==> src/rtl/tmr_pkg.sv <==
package tmr_pkg;
  localparam int ADDR_W = 2;
  localparam logic [ADDR_W-1:0] ADDR_COUNT = 2'd0;
  localparam logic [ADDR_W-1:0] ADDR_CTRL  = 2'd1;
  localparam logic [ADDR_W-1:0] ADDR_STAT  = 2'd2;

  // strobes from control to datapath
  typedef struct packed {
    logic incEn;
    logic loadEn;
    logic clrFlag;
  } tmr_strobe_t;
endpackage

==> src/rtl/tmr_ctrl.sv <==
module tmr_ctrl
  import tmr_pkg::*;
#(
  parameter int SYNC_STAGES = 2
) (
  input  logic              clk,
  input  logic              rstN,
  input  logic              cycleEn,
  input  logic              extPin,
  input  logic              gpioMode,
  input  logic              busWrEn,
  input  logic [ADDR_W-1:0] busAddr,
  input  logic [1:0]        ctrlBits,
  output tmr_strobe_t       strobe,
  output logic              srcSel,
  output logic              edgeSel
);
  // synchroniser stages plus one history flop for edge detection
  localparam int CHAIN = SYNC_STAGES + 1;

  logic [CHAIN-1:0] syncReg;
  logic syncNow, syncPrev, extMode, edgeSeen, pending;

  always_ff @(posedge clk) begin
    if (!rstN) syncReg <= '0;
    else       syncReg <= {syncReg[CHAIN-2:0], extPin};
  end

  assign syncNow  = syncReg[SYNC_STAGES-1];
  assign syncPrev = syncReg[SYNC_STAGES];
  assign extMode  = srcSel & ~gpioMode;
  assign edgeSeen = extMode & (edgeSel ? (syncPrev & ~syncNow)
                                       : (~syncPrev & syncNow));

  // one-deep latch: edges between strobes collapse into one count
  always_ff @(posedge clk) begin
    if (!rstN) pending <= 1'b0;
    else       pending <= extMode & (pending | edgeSeen) & ~cycleEn;
  end

  always_ff @(posedge clk) begin
    if (!rstN) begin
      srcSel  <= 1'b0;
      edgeSel <= 1'b0;
    end else if (busWrEn && busAddr == ADDR_CTRL) begin
      srcSel  <= ctrlBits[0];
      edgeSel <= ctrlBits[1];
    end
  end

  always_comb begin
    strobe.loadEn  = busWrEn && (busAddr == ADDR_COUNT);
    strobe.clrFlag = busWrEn && (busAddr == ADDR_STAT) && ctrlBits[0];
    strobe.incEn   = cycleEn && (extMode ? (pending | edgeSeen) : 1'b1);
  end

  p_inc_on_cycle_r5: assert property (@(posedge clk) disable iff (!rstN)
    !cycleEn |-> !strobe.incEn);

  p_pin_ignored_r8: assert property (@(posedge clk) disable iff (!rstN)
    gpioMode |-> (strobe.incEn == cycleEn));

  p_ctrl_write_r9: assert property (@(posedge clk) disable iff (!rstN)
    (busWrEn && busAddr == ADDR_CTRL) |=>
      (srcSel == $past(ctrlBits[0]) && edgeSel == $past(ctrlBits[1])));
endmodule

==> src/rtl/tmr_dp.sv <==
module tmr_dp
  import tmr_pkg::*;
#(
  parameter int WIDTH = 8
) (
  input  logic             clk,
  input  logic             rstN,
  input  tmr_strobe_t      strobe,
  input  logic [WIDTH-1:0] loadVal,
  output logic [WIDTH-1:0] count,
  output logic             ovfFlag
);
  localparam logic [WIDTH-1:0] MAX_VAL = {WIDTH{1'b1}};

  logic wrapNow;
  assign wrapNow = strobe.incEn && !strobe.loadEn && (count == MAX_VAL);

  always_ff @(posedge clk) begin
    if (!rstN)              count <= '0;
    else if (strobe.loadEn) count <= loadVal;
    else if (strobe.incEn)  count <= count + 1'b1;
  end

  // a wrap in the same clock as a clear leaves the flag set
  always_ff @(posedge clk) begin
    if (!rstN)               ovfFlag <= 1'b0;
    else if (wrapNow)        ovfFlag <= 1'b1;
    else if (strobe.clrFlag) ovfFlag <= 1'b0;
  end

  p_write_wins_r6: assert property (@(posedge clk) disable iff (!rstN)
    strobe.loadEn |=> count == $past(loadVal));

  p_step_one_r2: assert property (@(posedge clk) disable iff (!rstN)
    (strobe.incEn && !strobe.loadEn) |=> count == $past(count) + 1'b1);

  p_hold_r5: assert property (@(posedge clk) disable iff (!rstN)
    (!strobe.incEn && !strobe.loadEn) |=> $stable(count));

  p_flag_sticky_r7: assert property (@(posedge clk) disable iff (!rstN)
    (ovfFlag && !strobe.clrFlag) |=> ovfFlag);

  p_flag_on_wrap_r7: assert property (@(posedge clk) disable iff (!rstN)
    $rose(ovfFlag) |-> ($past(count) == MAX_VAL && count == '0));
endmodule

==> src/rtl/sel_edge_timer.sv <==
module sel_edge_timer
  import tmr_pkg::*;
#(
  parameter int WIDTH       = 8,
  parameter int SYNC_STAGES = 2
) (
  input  logic              clk,
  input  logic              rstN,
  input  logic              cycleEn,
  input  logic              extPin,
  input  logic              gpioMode,
  input  logic              busWrEn,
  input  logic [ADDR_W-1:0] busAddr,
  input  logic [WIDTH-1:0]  busWrData,
  output logic [WIDTH-1:0]  busRdData,
  output logic              ovfFlag
);
  tmr_strobe_t strobe;
  logic srcSel, edgeSel;
  logic [WIDTH-1:0] count;

  tmr_ctrl #(.SYNC_STAGES(SYNC_STAGES)) u_ctrl (
    .clk(clk), .rstN(rstN), .cycleEn(cycleEn), .extPin(extPin),
    .gpioMode(gpioMode), .busWrEn(busWrEn), .busAddr(busAddr),
    .ctrlBits(busWrData[1:0]), .strobe(strobe),
    .srcSel(srcSel), .edgeSel(edgeSel)
  );

  tmr_dp #(.WIDTH(WIDTH)) u_dp (
    .clk(clk), .rstN(rstN), .strobe(strobe), .loadVal(busWrData),
    .count(count), .ovfFlag(ovfFlag)
  );

  always_comb begin
    busRdData = '0;
    case (busAddr)
      ADDR_COUNT: busRdData = count;
      ADDR_CTRL:  busRdData[1:0] = {edgeSel, srcSel};
      ADDR_STAT:  busRdData[0] = ovfFlag;
      default:    busRdData = '0;
    endcase
  end
endmodule

==> config.mk <==
export PLATFORM = sky130hd
export DESIGN_NAME = sel_edge_timer
export DESIGN_NICKNAME = d
export VERILOG_FILES = /design/src/rtl/tmr_pkg.sv /design/src/rtl/tmr_ctrl.sv /design/src/rtl/tmr_dp.sv /design/src/rtl/sel_edge_timer.sv
export SDC_FILE = /design/constraint.sdc
export NUM_CORES = 1
export LEC_CHECK = 0
export BUFFER_PORTS_ARGS = -buffer_cell sky130_fd_sc_hd__buf_2
export CELL_PAD_IN_SITES_DETAIL_PLACEMENT = 0
export CELL_PAD_IN_SITES_GLOBAL_PLACEMENT = 1
export CORE_MARGIN = 5
export CORE_UTILIZATION = 34
export CTS_BUF_LIST = sky130_fd_sc_hd__clkbuf_4 sky130_fd_sc_hd__clkbuf_8
export CTS_CLUSTER_DIAMETER = 60
export DETAILED_ROUTE_END_ITERATION = 10
export PLACE_DENSITY_LB_ADDON = 0.1
export SYNTH_ARGS = -nofsm -noshare
export SYNTH_HDL_FRONTEND = slang
export SYNTH_HIERARCHICAL = 1
export SYNTH_SLANG_ARGS = --single-unit
==> constraint.sdc <==
create_clock -name clk -period 1.7 [get_ports clk]
set_input_delay 0.085 -clock clk [delete_from_list [all_inputs] [get_ports clk]]
set_output_delay 0.085 -clock clk [all_outputs]
set_load 0.005 [all_outputs]
==> flow_metrics.py <==
metrics = {
    "floorplanning": {
        "initial_core_util_pct": 36.3,
        "dieWidth_um": 59.3,
        "pin_count": 25,
        "fp.dieH_um": 59.3,
        "die_area_um2": 3520,
        "core_um2": 2280,
        "rows": 17,
    },
    "critical_path": {
        "path_buf_inv": 1,
        "path_cells": "or3b_4, a31oi_1, buf_4, nand3_1, or3_1, a31oi_1",
        "rr_worst_depth": 6,
        "reg2reg_to": "u_dp/count[5]",
        "r2r_setup_slack_ps": 2,
        "crit_family": "simple AND/OR/NAND/NOR gates",
        "crit_slowest_cell": "or3b_4",
        "crit_type": "flop to flop",
        "path_max_fanout": 7,
        "reg2reg_from": "u_ctrl/edgeSel",
        "cp_data_arrival_time_ps": 1920,
        "required_ps": 1920,
        "cp_common_cell": "a31oi_1",
        "end_kind": "flop",
        "startpoint_type": "flop",
        "cpPeakStageDelay_ps": 390,
    },
    "global_routing": {
        "grt_max_degree": 19,
        "grt_pass1_vias": 807,
        "grt_usage_pct": 12.5,
        "antenna_found_initial": 0,
        "grt_pass1_wl_um": 3430,
        "globalRouteOverflowTotal": 0,
    },
    "routing": {
        "wl_um": 2040,
        "drc": 0,
        "avgViaCountPerCell": 4.91,
        "antenna_left": 0,
        "dr.pass1.iters": 4,
        "routedWlPerCell_um": 12.7,
        "num_vias": 791,
        "dr.first_iter.drc_count": 16,
    },
    "cells_and_area": {
        "num-nets-final": 151,
        "area_growth_syn_to_layout_pct": 33.3,
        "stdcell_count": 161,
        "utilization_pct": 48.4,
        "drive_above_1_share_pct": 38.3,
        "n_antenna_cell": 0,
    },
    "logic_synthesis": {
        "synthCells": 96,
        "yosys-top-cells-area": "dfxtp_1, mux2i_1, o21ai_0, and2_2, and2_1",
        "yosysMostFrequentCell": "dfxtp_1",
        "synth_xor_xnor_area_share_pct": 4.24,
        "synth.distinct_cells": 33,
        "synthArstFlopShare_pct": 0,
        "syn_area_um2": 827,
        "synth_top_family_by_area": "simple AND/OR/NAND/NOR gates",
        "syn_nets": 113,
        "synth-edff-count": 0,
        "synth_compound_area_share_pct": 13.0,
        "yosys_warnings": 6,
        "synthFlopType": "dfxtp_1",
        "post_synth_and_or_nand_nor_area_fraction_pct": 36.0,
        "yosys.area.top_type": "dfxtp_1",
        "syn-mean-instance-area_um2": 8.62,
        "ys_seq_elements": 15,
        "synth_top_area_share_pct": 36.3,
        "seq_area_frac_synth_pct": 36.3,
        "synth_adder_area_share_pct": 1.51,
        "yosys-top-cells-count": "dfxtp_1, o21ai_0, nand2_1, and2_1, and2_2",
        "muxShareOfSynthArea_pct": 6.05,
    },
    "cts": {
        "path_clk_slew_ps": 100,
        "cts_max_level": 1,
        "cts_tree": "yes",
        "clk_root_buffer_cell": "clkbuf_4",
        "cts_buffers": 3,
        "ctsLongestPathBuffers": 2,
        "clk_latency_ps": 280,
        "numClockSinks": 15,
    },
    "worst_hold_path": {
        "hold_start": "busWrData[1]",
        "holdPathEnd": "u_ctrl/edgeSel",
        "hold_depth": 3,
        "hold_class": "primary input to flop",
    },
    "timing": {
        "tns_ps": 0,
        "slew_headroom_pct": 76.1,
        "clock.fmax_mhz": 589,
        "setup_viol": 0,
        "hold_viol": 0,
        "finClkSkew_ps": 5.75,
        "finalCritPeriodShare_pct": 99.9,
        "rsz0062_at_grt": "yes",
        "drv_slew": 0,
        "worst_pin_slew_ps": 357,
        "finalCriticalPeriod_ps": 1700,
    },
    "power": {
        "peakVddDrop_mv": 0.407,
        "powerDensity_nw_per_um2": 649,
        "p_leak_nw": 0.502,
    },
    "outcome": {
        "status": "complete, no violations",
    },
    "placed_design": {
        "gp_congestion": 0.824,
        "port_buffers": 24,
        "placedCellCount": 153,
        "hpwl_um": 1540,
    },
    "run": {
        "drv_cap": 0,
    },
}
==> cell usage in the layout (no fill, tap or decap), types with 4 or more instances in the layout <==
cell     synthesis  final
mux2i_1          5      5
o21ai_1          1      4
buf_2            1     24
buf_4            0     10
nand2_1          8      7
nand3_1          4      4
a31oi_1          4      4
and2_1           6      6
dfxtp_1         15     12
o21ai_0         10      7
and2_2           6      6
==> state kept, by name (all words and copies together), names as in the netlist <==
register        cells
u_dp/count          8
u_ctrl/syncReg      3
u_ctrl/edgeSel      1
u_ctrl/pending      1
u_ctrl/srcSel       1
u_dp/ovfFlag        1
==> layout make-up <==
class,instances,area (um2)
fillers,253,1170
multi-input cells,75,508
flip-flops and latches,15,304
repair buffers,36,216
well taps,28,35.0
clock buffers,3,22.5
inverters,3,11.3
clock inverters,1,5.00
==> metal layers <==
metal,vias up,wire (um),global-route usage (%)
met3,2,99,3.49
met4,0,14,4.85
met2,18,950,20.6
met5,-,0,0
met1,353,975,15.4
li1,418,-,-
==> how the worst max path moves through the flow <==
stage	from	to	slack, ps	cells past startpoint
3_5_place_dp	u_ctrl/syncReg[1]	u_dp/count[7]	-10	6
6_report	u_ctrl/edgeSel	u_dp/count[5]	2	6
2_1_floorplan	u_ctrl/edgeSel	u_dp/count[7]	2	6
5_1_grt	u_ctrl/edgeSel	u_dp/count[2]	-70	7
3_3_place_gp	u_ctrl/edgeSel	u_dp/count[7]	20	6
4_1_cts	u_ctrl/syncReg[2]	u_dp/count[7]	10	6
==> timing repair <==
item                                    in CTS  in global routing
pin swaps                                    3                  5
endpoints found under the setup margin       3                  6
setup buffers                                2                  1
hold buffers                                 1                  0
gates resized for setup                      3                  6
hold endpoints to repair                     1                  0
==> cells by family after synthesis <==
logic type,after synthesis
flip-flops,15
buffers and inverters,6
adder cells (fa/ha/maj),1
XOR/XNOR,4
AO/OA/AOI/OAI,19
multiplexers,5
AND/OR/NAND/NOR,46
==> per-stage QoR <==
step	instance area, um2	hold slack [ps]	worst slack (ps)	power (mW)
global placement	1030	297	22.7	0.504
finish	1100	45.1	1.63	0.715
CTS	1090	38.8	9.72	0.720
global route	1100	33.1	-66.1	0.763
detailed placement	1030	295	-13.3	0.505
floorplan	827	201	1.89	0.448
==> power breakdown <==
group          switching (mW)  internal [mW]  leakage (nW)
Sequential             0.0169          0.369         0.124
Clock                   0.120         0.0872        0.0177
Combinational          0.0548         0.0677         0.361
==> worst register-to-register path, cell delays in order (launching register included) <==
cell and delay [ps]:
dfxtp_2 330, or3b_4 390, a31oi_1 180, buf_4 180, nand3_1 90, or3_1 310
a31oi_1 150
Note: power is estimated with default switching activity, not from simulation.
